File: src/rtl/page_walker_pkg.sv
package page_walker_pkg;

  typedef enum logic [1:0] {
    ST_IDLE  = 2'd0,
    ST_ISSUE = 2'd1,
    ST_WAIT  = 2'd2,
    ST_DONE  = 2'd3
  } walkState_t;

  // strobes from control to datapath
  typedef struct packed {
    logic latchReq;    // capture virtual address and access kind
    logic latchEntry;  // capture decoded result from the response
    logic baseOpen;    // base register may be updated this cycle
  } walkStrobe_t;

  localparam logic [1:0] ACC_READ  = 2'd0;
  localparam logic [1:0] ACC_WRITE = 2'd1;
  localparam logic [1:0] ACC_EXEC  = 2'd2;

  localparam logic [1:0] FLT_NONE  = 2'd0;
  localparam logic [1:0] FLT_PAGE  = 2'd1;
  localparam logic [1:0] FLT_PROT  = 2'd2;

endpackage

File: src/rtl/page_walker_ctrl.sv
module page_walker_ctrl
  import page_walker_pkg::*;
(
  input  logic        clk,
  input  logic        rstN,
  input  logic        reqValid,
  input  logic        memReqReady,
  input  logic        memRspValid,
  input  logic        resReady,
  output logic        reqReady,
  output logic        memReqValid,
  output logic        resValid,
  output walkStrobe_t strobe
);

  walkState_t state, stateNext;

  always_ff @(posedge clk) begin
    if (!rstN) state <= ST_IDLE;
    else       state <= stateNext;
  end

  always_comb begin
    stateNext = state;
    case (state)
      ST_IDLE:  if (reqValid)    stateNext = ST_ISSUE;
      ST_ISSUE: if (memReqReady) stateNext = ST_WAIT;
      ST_WAIT:  if (memRspValid) stateNext = ST_DONE;
      ST_DONE:  if (resReady)    stateNext = ST_IDLE;
      default:                   stateNext = ST_IDLE;
    endcase
  end

  assign reqReady    = (state == ST_IDLE);
  assign memReqValid = (state == ST_ISSUE);
  assign resValid    = (state == ST_DONE);

  always_comb begin
    strobe.latchReq   = (state == ST_IDLE) && reqValid;
    strobe.latchEntry = (state == ST_WAIT) && memRspValid;
    strobe.baseOpen   = (state == ST_IDLE) || ((state == ST_DONE) && resReady);
  end

endmodule

File: src/rtl/page_walker_dp.sv
module page_walker_dp
  import page_walker_pkg::*;
#(
  parameter int VA_W        = 32,
  parameter int PA_W        = 30,
  parameter int OFF_W       = 10,
  parameter int ENT_W       = 32,
  parameter int ENTRY_BYTES = 4
) (
  input  logic              clk,
  input  logic              rstN,
  input  walkStrobe_t       strobe,
  input  logic              baseWrEn,
  input  logic [VA_W-1:0]   baseWrData,
  input  logic [VA_W-1:0]   reqVaddr,
  input  logic [1:0]        reqAccess,
  input  logic [ENT_W-1:0]  memRspData,
  output logic [VA_W-1:0]   memReqAddr,
  output logic [PA_W-1:0]   resPaddr,
  output logic [1:0]        resFault
);

  localparam int PPN_W     = PA_W - OFF_W;
  localparam int IDX_SHIFT = $clog2(ENTRY_BYTES);
  localparam int VALID_BIT = ENT_W - 1;
  localparam int RD_BIT    = ENT_W - 2;
  localparam int WR_BIT    = ENT_W - 3;
  localparam int EX_BIT    = ENT_W - 4;

  logic [VA_W-1:0]  baseReg;
  logic [VA_W-1:0]  pendData;
  logic             pendValid;
  logic [VA_W-1:0]  vaReg;
  logic [1:0]       accReg;
  logic [PA_W-1:0]  paReg;
  logic [1:0]       faultReg;

  // base register with deferral of loads that arrive mid-lookup
  always_ff @(posedge clk) begin
    if (!rstN) begin
      baseReg   <= '0;
      pendData  <= '0;
      pendValid <= 1'b0;
    end else if (strobe.baseOpen) begin
      if (baseWrEn)       baseReg <= baseWrData;
      else if (pendValid) baseReg <= pendData;
      pendValid <= 1'b0;
    end else if (baseWrEn) begin
      pendData  <= baseWrData;
      pendValid <= 1'b1;
    end
  end

  always_ff @(posedge clk) begin
    if (!rstN) begin
      vaReg  <= '0;
      accReg <= ACC_READ;
    end else if (strobe.latchReq) begin
      vaReg  <= reqVaddr;
      accReg <= reqAccess;
    end
  end

  // entry address: base plus scaled page number
  logic [VA_W-1:0] idxBytes;
  assign idxBytes   = VA_W'(vaReg[VA_W-1:OFF_W]) << IDX_SHIFT;
  assign memReqAddr = baseReg + idxBytes;

  // entry decode and permission check
  logic             rightOk;
  logic [1:0]       faultNext;
  logic [PA_W-1:0]  paNext;
  logic             unusedEntryBits;

  assign unusedEntryBits = ^memRspData[EX_BIT-1:PPN_W];

  always_comb begin
    case (accReg)
      ACC_READ:  rightOk = memRspData[RD_BIT];
      ACC_WRITE: rightOk = memRspData[WR_BIT];
      ACC_EXEC:  rightOk = memRspData[EX_BIT];
      default:   rightOk = 1'b0;
    endcase
    if (!memRspData[VALID_BIT]) begin
      faultNext = FLT_PAGE;
      paNext    = '0;
    end else if (!rightOk) begin
      faultNext = FLT_PROT;
      paNext    = '0;
    end else begin
      faultNext = FLT_NONE;
      paNext    = {memRspData[PPN_W-1:0], vaReg[OFF_W-1:0]};
    end
  end

  always_ff @(posedge clk) begin
    if (!rstN) begin
      paReg    <= '0;
      faultReg <= FLT_NONE;
    end else if (strobe.latchEntry) begin
      paReg    <= paNext;
      faultReg <= faultNext;
    end
  end

  assign resPaddr = paReg;
  assign resFault = faultReg;

endmodule

File: src/rtl/page_walker.sv
module page_walker
  import page_walker_pkg::*;
#(
  parameter int VA_W        = 32,
  parameter int PA_W        = 30,
  parameter int OFF_W       = 10,
  parameter int ENT_W       = 32,
  parameter int ENTRY_BYTES = 4
) (
  input  logic              clk,
  input  logic              rstN,
  input  logic              baseWrEn,
  input  logic [VA_W-1:0]   baseWrData,
  input  logic              reqValid,
  output logic              reqReady,
  input  logic [VA_W-1:0]   reqVaddr,
  input  logic [1:0]        reqAccess,
  output logic              memReqValid,
  input  logic              memReqReady,
  output logic [VA_W-1:0]   memReqAddr,
  input  logic              memRspValid,
  input  logic [ENT_W-1:0]  memRspData,
  output logic              resValid,
  input  logic              resReady,
  output logic [PA_W-1:0]   resPaddr,
  output logic [1:0]        resFault
);

  walkStrobe_t strobe;

  page_walker_ctrl u_ctrl (
    .clk         (clk),
    .rstN        (rstN),
    .reqValid    (reqValid),
    .memReqReady (memReqReady),
    .memRspValid (memRspValid),
    .resReady    (resReady),
    .reqReady    (reqReady),
    .memReqValid (memReqValid),
    .resValid    (resValid),
    .strobe      (strobe)
  );

  page_walker_dp #(
    .VA_W        (VA_W),
    .PA_W        (PA_W),
    .OFF_W       (OFF_W),
    .ENT_W       (ENT_W),
    .ENTRY_BYTES (ENTRY_BYTES)
  ) u_dp (
    .clk        (clk),
    .rstN       (rstN),
    .strobe     (strobe),
    .baseWrEn   (baseWrEn),
    .baseWrData (baseWrData),
    .reqVaddr   (reqVaddr),
    .reqAccess  (reqAccess),
    .memRspData (memRspData),
    .memReqAddr (memReqAddr),
    .resPaddr   (resPaddr),
    .resFault   (resFault)
  );

endmodule

File: config.mk
export PLATFORM = sky130hd
export DESIGN_NAME = page_walker
export DESIGN_NICKNAME = d
export VERILOG_FILES = /design/src/rtl/page_walker_pkg.sv /design/src/rtl/page_walker_ctrl.sv /design/src/rtl/page_walker_dp.sv /design/src/rtl/page_walker.sv
export SDC_FILE = /design/constraint.sdc
export NUM_CORES = 1
export LEC_CHECK = 0
export BUFFER_PORTS_ARGS = -buffer_cell sky130_fd_sc_hd__buf_2
export CORE_ASPECT_RATIO = 0.5
export CORE_MARGIN = 2
export CORE_UTILIZATION = 57
export CTS_CLUSTER_DIAMETER = 40
export DETAILED_ROUTE_END_ITERATION = 12
export MAX_ROUTING_LAYER = met4
export PLACE_DENSITY = 0.85
export SYNTH_ARGS = -nofsm -noshare
export SYNTH_HDL_FRONTEND = slang
export SYNTH_SLANG_ARGS = --single-unit
File: constraint.sdc
create_clock -name clk -period 4.9 [get_ports clk]
set_clock_uncertainty 0.05 [all_clocks]
set_input_delay 0.735 -clock clk [delete_from_list [all_inputs] [get_ports clk]]
set_output_delay 0.735 -clock clk [all_outputs]
set_load 0.02 [all_outputs]
==> results_dict.tcl, run 1 <==
set metrics [dict create \
    post_synthesis_compound_gate_area_fraction_pct 22.9 \
    post-synth-top-area-fraction_pct 40.2 \
    syn_to_final_growth_pct 21.3 \
    post_synth_instance_area_mm2 0.00662 \
    rsz0062_at_grt "no" \
    timing.max_cap.violations 0 \
    std_cell_rows 27 \
    cp.buffers_inverters 2 \
    post_cts.resized_instances 0 \
    clk_latency_ps 410 \
    synthesis.area_per_instance_um2 8.46 \
    largest_family_of_logic_cells_by_synthesized_area "compound AO/OA/AOI/OAI gates" \
    clock_sink_count 133 \
    synth-adder-area-share_pct 5.22 \
    timing.critical_path.required_ps 4120 \
    timing.final.hold_violations 0 \
    critical_path.endpoint_type "primary output" \
    part_of_the_power_in_registers_pct 33.6 \
    outcome "completed" \
    dr_total_vias 6043 \
    use_met3_pct 7.07 \
    post_synth_num_cell_types 53 \
    detailedRoute.firstPassIterationCount 4 \
    number_of_global_route_vias_before_repair 5700 \
    synth_area_leader_cell "sky130_fd_sc_hd__dfxtp_1" \
    violation_count_after_the_first_detailed_routing_iteration 288 \
    cts_setup_buffers 0 \
    final-max-slew-violation-count 0 \
    core_region_area_mm2 0.0111 \
    synth_warnings 0 \
    ioPinCount 172 \
    fin_tns_setup_ps 0 \
    max_slew.worst_pin.slew_ps 1170 \
    synthArstFlopShare_pct 0 \
    final_core_util_pct 72.0 \
    cp-start-kind "register" \
    clock_power_share_pct 28.9 \
    globalplace.congestion 0.905 \
    slowest_delay_ps 440 \
    layout_worst_path_cycle_share_pct 76.1 \
    diodes 0 \
    grt_most_used_layer "met2" \
    synth-xor-area-share_pct 3.44 \
    critPathTopFamily "compound AO/OA/AOI/OAI gates" \
    grt_start_max_net_pins 56 \
    tritoncts.num_buffers 17 \
    timing.critical_path.arrival_ps 2940 \
    post-dp-hpwl_um 12100 \
    finalCriticalPeriod_ps 3730 \
    total_leakage_power_nw 3.49 \
    fmaxAchievable_mhz 268 \
    grt_antenna_before_repair 0 \
    drive_above_1_share_pct 23.4 \
    timing.critical_path.cells "ha_1 > inv_1 > fa_1 > nand2b_1 > a21o_1 > a211oi_1 > o21ai_1 > a21boi_1 > xor2_1 > buf_2" \
    timing.final.setup_violations 0 \
    timing.setup.critical_path_class "reg2out" \
    clk_pin_slew_worst_paths_ps 60 \
    cellInternalPower_mw 2.60 \
    hold_path.class "reg2reg" \
    power.share.switching_pct 40.6 \
    grt_pass1_wl_um 27400 \
    grt.overflow.total 0 \
    gr-usage-all-layers_pct 28.7 \
    grt_util_met2_pct 44.5 \
    postSynth.topFlopCell "sky130_fd_sc_hd__dfxtp_1" \
    remaining_drc_errors 0 \
    synth_seq_area_share_pct 40.2 \
    layout_common_cells "sky130_fd_sc_hd__buf_2, sky130_fd_sc_hd__nand2_1, sky130_fd_sc_hd__dfxtp_1" \
    design.die.area_mm2 0.0125 \
    syn-num-nets 914 \
    max-clock-path-buffers 2 \
    synth_seq_cells 133 \
    cts_hold_repair.buffers 0 \
    simple_gate_share_of_the_synthesized_area_pct 18.3 \
    die_height_um 80.2 \
    floorplan.die.width_um 156 \
    cts.htree.levels 4 \
    numPortBuffers 163 \
    design.final.nets 1046 \
    holdWs_ps 403 \
    floorplan.initialDensity_pct 59.4 \
    path_max_fanout 4 \
    globalRouteMet1Util_pct 37.0 \
    netlist_instances 782 \
    synth.mux.area_fraction_pct 5.31 \
    power_frac_comb_pct 37.5 \
    critical_path.slowest_cell "sky130_fd_sc_hd__fa_1" \
    number_of_enable_type_register_cells_in_the_synthesized_netlist 0 \
    synth_area_leaders "sky130_fd_sc_hd__dfxtp_1, sky130_fd_sc_hd__nand2_1, sky130_fd_sc_hd__a21boi_0" \
    detail_route.vias_per_cell 5.64 \
    wire_per_inst_um 16.0 \
    p_per_area_mw_per_mm2 545 \
    drt-total-wl_um 17200 \
    slew-limit-headroom_pct 21.6 \
    drtAntennaViolNets 0 \
    maximum_resistive_drop_on_vdd_uv 284 \
    tritoncts_clock_tree "yes" \
    ctsRootBufferMaster "sky130_fd_sc_hd__clkbuf_16" \
    layout.cells.most_common "sky130_fd_sc_hd__buf_2" \
    switching_power_mw 1.78 \
]
power by group through the flow:
| stage | combinational, mW | clock (mW) | sequential, mW |
|---|---|---|---|
| after CTS | 1.64 | 1.28 | 1.47 |
| after global routing | 1.81 | 1.33 | 1.49 |
| after global placement | 1.58 | 0 | 1.47 |
| final | 1.64 | 1.26 | 1.47 |
| after detailed placement | 1.63 | 0 | 1.49 |
| after floorplan | 1.21 | 0 | 1.44 |
flip-flops by register name (all words and copies together) (netlist names):
register / cells
u_ctrl.state: 2
u_dp.resPaddr: 30
u_dp.vaReg: 32
u_dp.resFault: 2
u_dp.accReg: 2
u_dp.pendData: 32
u_dp.pendValid: 1
u_dp.baseReg: 32
cell type report:
| type | count | area [um^2] |
|---|---|---|
| multi-input cells | 574 | 3660 |
| clock inverters | 15 | 158 |
| inverters | 18 | 67.6 |
| clock buffers | 17 | 425 |
| repair buffers | 170 | 868 |
| flip-flops and latches | 133 | 2660 |
| fillers | 886 | 3120 |
| well taps | 145 | 181 |
cells in the mapped netlist (all sizes together) (2+ instances only):
master   instances
nand2          157
dfxtp          133
a21boi          53
nor2            47
a21oi           46
clkbuf          45
a211oi          34
mux2i           34
nor2b           33
a22oi           30
ha              26
inv             18
o21ai           16
xnor2           14
buf             12
xor2            12
nand4           11
nand3            8
and2             7
nor3             5
a21o             4
a31oi            4
a211o            3
o211a            3
o211ai           3
o21a             3
a2111oi          2
nand2b           2
nor4             2
o21bai           2
o311ai           2
logic make-up (layout without fill, tap and decap cells):
kind of cell | count (synthesis) | count (layout)
xor gates and xnor gates | 26 | 26
muxes | 35 | 35
and+or+nand+nor | 274 | 274
buffers and inverters | 75 | 220
DFF | 133 | 133
AOI/OAI and AO/OA | 212 | 212
adders and majority gates | 27 | 27
tightest hold or removal path: stages, from the launching register on:
cell	delay, ps
sky130_fd_sc_hd__dfxtp_1	310
sky130_fd_sc_hd__nand2_1	50
sky130_fd_sc_hd__a21oi_1	50
metrics by stage:
| step | cells | worst slack (ps) | instance area (um^2) | power, mW |
|---|---|---|---|---|
| final | 1072 | 1170 | 8030 | 4.38 |
| after global routing | 1072 | 968 | 8030 | 4.64 |
| after CTS | 1072 | 1190 | 8030 | 4.38 |
| after detailed placement | 1040 | 1660 | 7440 | 3.11 |
| after global placement | 1040 | 1670 | 7440 | 3.06 |
| after floorplan | 782 | 1940 | 6620 | 2.64 |
routing by layer:
metal / vias up / routed length [um]
li1: 2994 / -
met1: 2802 / 7940
met2: 215 / 7630
met3: 32 / 1270
met4: 0 / 342
met5: - / 0
final timing paths:
kind                                           to  slack (ps)              start  cells past startpoint
worst max-delay path               memReqAddr[28]        1170     u_dp.vaReg[10]                     10
worst min-delay path            u_dp.pendData[13]         400  u_dp.pendData[13]                      2
worst max register to register   u_dp.pendData[5]        2430    u_ctrl.state[0]                      6
worst min register to register  u_dp.pendData[13]         400  u_dp.pendData[13]                      2
(Power assumes the default switching activity.)
==> run 2, diff against run 1 <==
CORE_UTILIZATION = 53   (was 57)
PLACE_DENSITY = 0.8   (was 0.85)
clock period = 3.8 ns   (was 4.9 ns; I/O delays follow)
==> results_dict.tcl, run 2 (same netlist as run 1, synthesis figures left out) <==
set metrics [dict create \
    outcome "completed" \
    drtAntennaViolNets 0 \
    floorplan.die.width_um 162 \
    remaining_drc_errors 0 \
    holdPathEnd "u_dp.vaReg[25]" \
    floorplan.initialDensity_pct 55.2 \
    post-dp-hpwl_um 11800 \
    hold_path.class "in2reg" \
    fin_tns_setup_ps 0 \
    path_max_fanout 4 \
    design.die.area_mm2 0.0135 \
    detailedRoute.firstPassIterationCount 5 \
    cts_hold_repair.buffers 0 \
    diodes 0 \
    p_per_area_mw_per_mm2 697 \
    timing.final.setup_violations 0 \
    total_leakage_power_nw 3.51 \
    biggestRegsByFlops "u_dp.baseReg x32, u_dp.pendData x32, u_dp.vaReg x32" \
    violation_count_after_the_first_detailed_routing_iteration 426 \
    final_cell_count_no_fill 1092 \
    max-clock-path-buffers 2 \
    critical_path.startpoint "u_dp.vaReg[10]" \
    grt_pass1_wl_um 27000 \
    maximum_resistive_drop_on_vdd_uv 411 \
    max_slew.worst_pin.slew_ps 1100 \
    core_region_area_mm2 0.0120 \
    holdPathStages 3 \
    r2r_end "u_dp.pendData[11]" \
    cts.htree.levels 4 \
    detail_route.vias_per_cell 5.36 \
    cts_setup_buffers 0 \
    syn_to_final_growth_pct 21.9 \
    worstHoldStart "reqVaddr[25]" \
    clk_latency_ps 410 \
    timing.critical_path.required_ps 3180 \
    fill_cells 1026 \
    final-max-slew-violation-count 0 \
    critical_path.endpoint_type "primary output" \
    drive_above_1_share_pct 23.3 \
    globalplace.congestion 0.903 \
    cp-start-kind "register" \
    number_of_global_route_vias_before_repair 5531 \
    ctsRootBufferMaster "sky130_fd_sc_hd__clkbuf_16" \
    grt_start_max_net_pins 57 \
    layout.cells.most_common "sky130_fd_sc_hd__buf_2" \
    ioPinCount 172 \
    clock_sink_count 133 \
    slew-limit-headroom_pct 26.2 \
    grt.overflow.total 0 \
    timing.setup.critical_path_class "reg2out" \
    timing.max_cap.violations 0 \
    numPortBuffers 163 \
    gr-usage-all-layers_pct 25.6 \
    dr_total_vias 5854 \
    crit-reg2reg-launch "u_ctrl.state[0]" \
    finalCriticalPeriod_ps 3600 \
    drt-total-wl_um 16600 \
    fmaxAchievable_mhz 278 \
    std_cell_rows 28 \
    rsz0062_at_grt "no" \
    die_height_um 83.0 \
    grt_antenna_before_repair 0 \
    tritoncts.num_buffers 17 \
    tritoncts_clock_tree "yes" \
    r2r_setup_slack_ps 1240 \
    layout_worst_path_cycle_share_pct 94.7 \
    timing.critical_path.arrival_ps 2980 \
    timing.final.hold_violations 0 \
    place.detailed.instances 1061 \
    clk_pin_slew_worst_paths_ps 60 \
    post_cts.resized_instances 0 \
    layout_common_cells "sky130_fd_sc_hd__buf_2, sky130_fd_sc_hd__nand2_1, sky130_fd_sc_hd__dfxtp_1" \
    design.final.nets 1047 \
    wire_per_inst_um 15.2 \
    worst_case_reg_to_reg_path_depth 6 \
]
## run 2: cell type report
| class | instances | area (um^2) | area share, % |
|---|---|---|---|
| multi-input cells | 574 | 3660 | 45.4 |
| flip-flops and latches | 133 | 2660 | 33.0 |
| inverters | 18 | 67.6 | 0.838 |
| well taps | 165 | 206 | 2.56 |
| repair buffers | 171 | 876 | 10.9 |
| clock buffers | 20 | 457 | 5.66 |
| clock inverters | 11 | 133 | 1.64 |
## run 2: worst max-delay path: stages (launching register included)
cell	delay [ps]
sky130_fd_sc_hd__dfxtp_1	340
sky130_fd_sc_hd__ha_1	170
sky130_fd_sc_hd__inv_1	50
sky130_fd_sc_hd__fa_1	440
sky130_fd_sc_hd__nand2b_1	200
sky130_fd_sc_hd__a21o_1	200
sky130_fd_sc_hd__a211oi_1	320
sky130_fd_sc_hd__o21ai_1	260
sky130_fd_sc_hd__a21oi_1	230
sky130_fd_sc_hd__xor2_1	180
sky130_fd_sc_hd__buf_2	190
## run 2: per-stage QoR
step | instance area (um^2) | setup slack, ps | power [mW] | util (%) | hold slack, ps
finish | 8070 | 201 | 5.62 | 67.3 | 355
global route | 8070 | 67.6 | 5.98 | 67.3 | 361
CTS | 8070 | 206 | 5.65 | 67.3 | 345
detailed placement | 7480 | 668 | 4.00 | 62.4 | 396
global placement | 7480 | 670 | 3.95 | 62.4 | 390
floorplan | 6620 | 1010 | 3.41 | - | 386
## run 2: routing by layer
layer  wire (um)  vias to the layer above  global-route usage, %
met5           0                        -                      -
met4         235                        0                   8.05
met3        1100                       22                   5.59
met2        7340                      180                   39.1
met1        7880                     2666                   34.0
li1            -                     2986                      -
## run 2: where the power goes
part	internal [mW]	total [mW]	switching, mW
Combinational	0.740	2.11	1.37
Sequential	1.68	1.88	0.197
Clock	1.05	1.64	0.585
Total	3.48	5.62	2.15
## run 2: worst max-delay path by stage
stage	to	slack, ps
final	memReqAddr[26]	200
after detailed placement	memReqAddr[26]	670
after CTS	memReqAddr[26]	210
after global routing	memReqAddr[26]	70
after floorplan	memReqAddr[26]	1010
after global placement	memReqAddr[26]	670
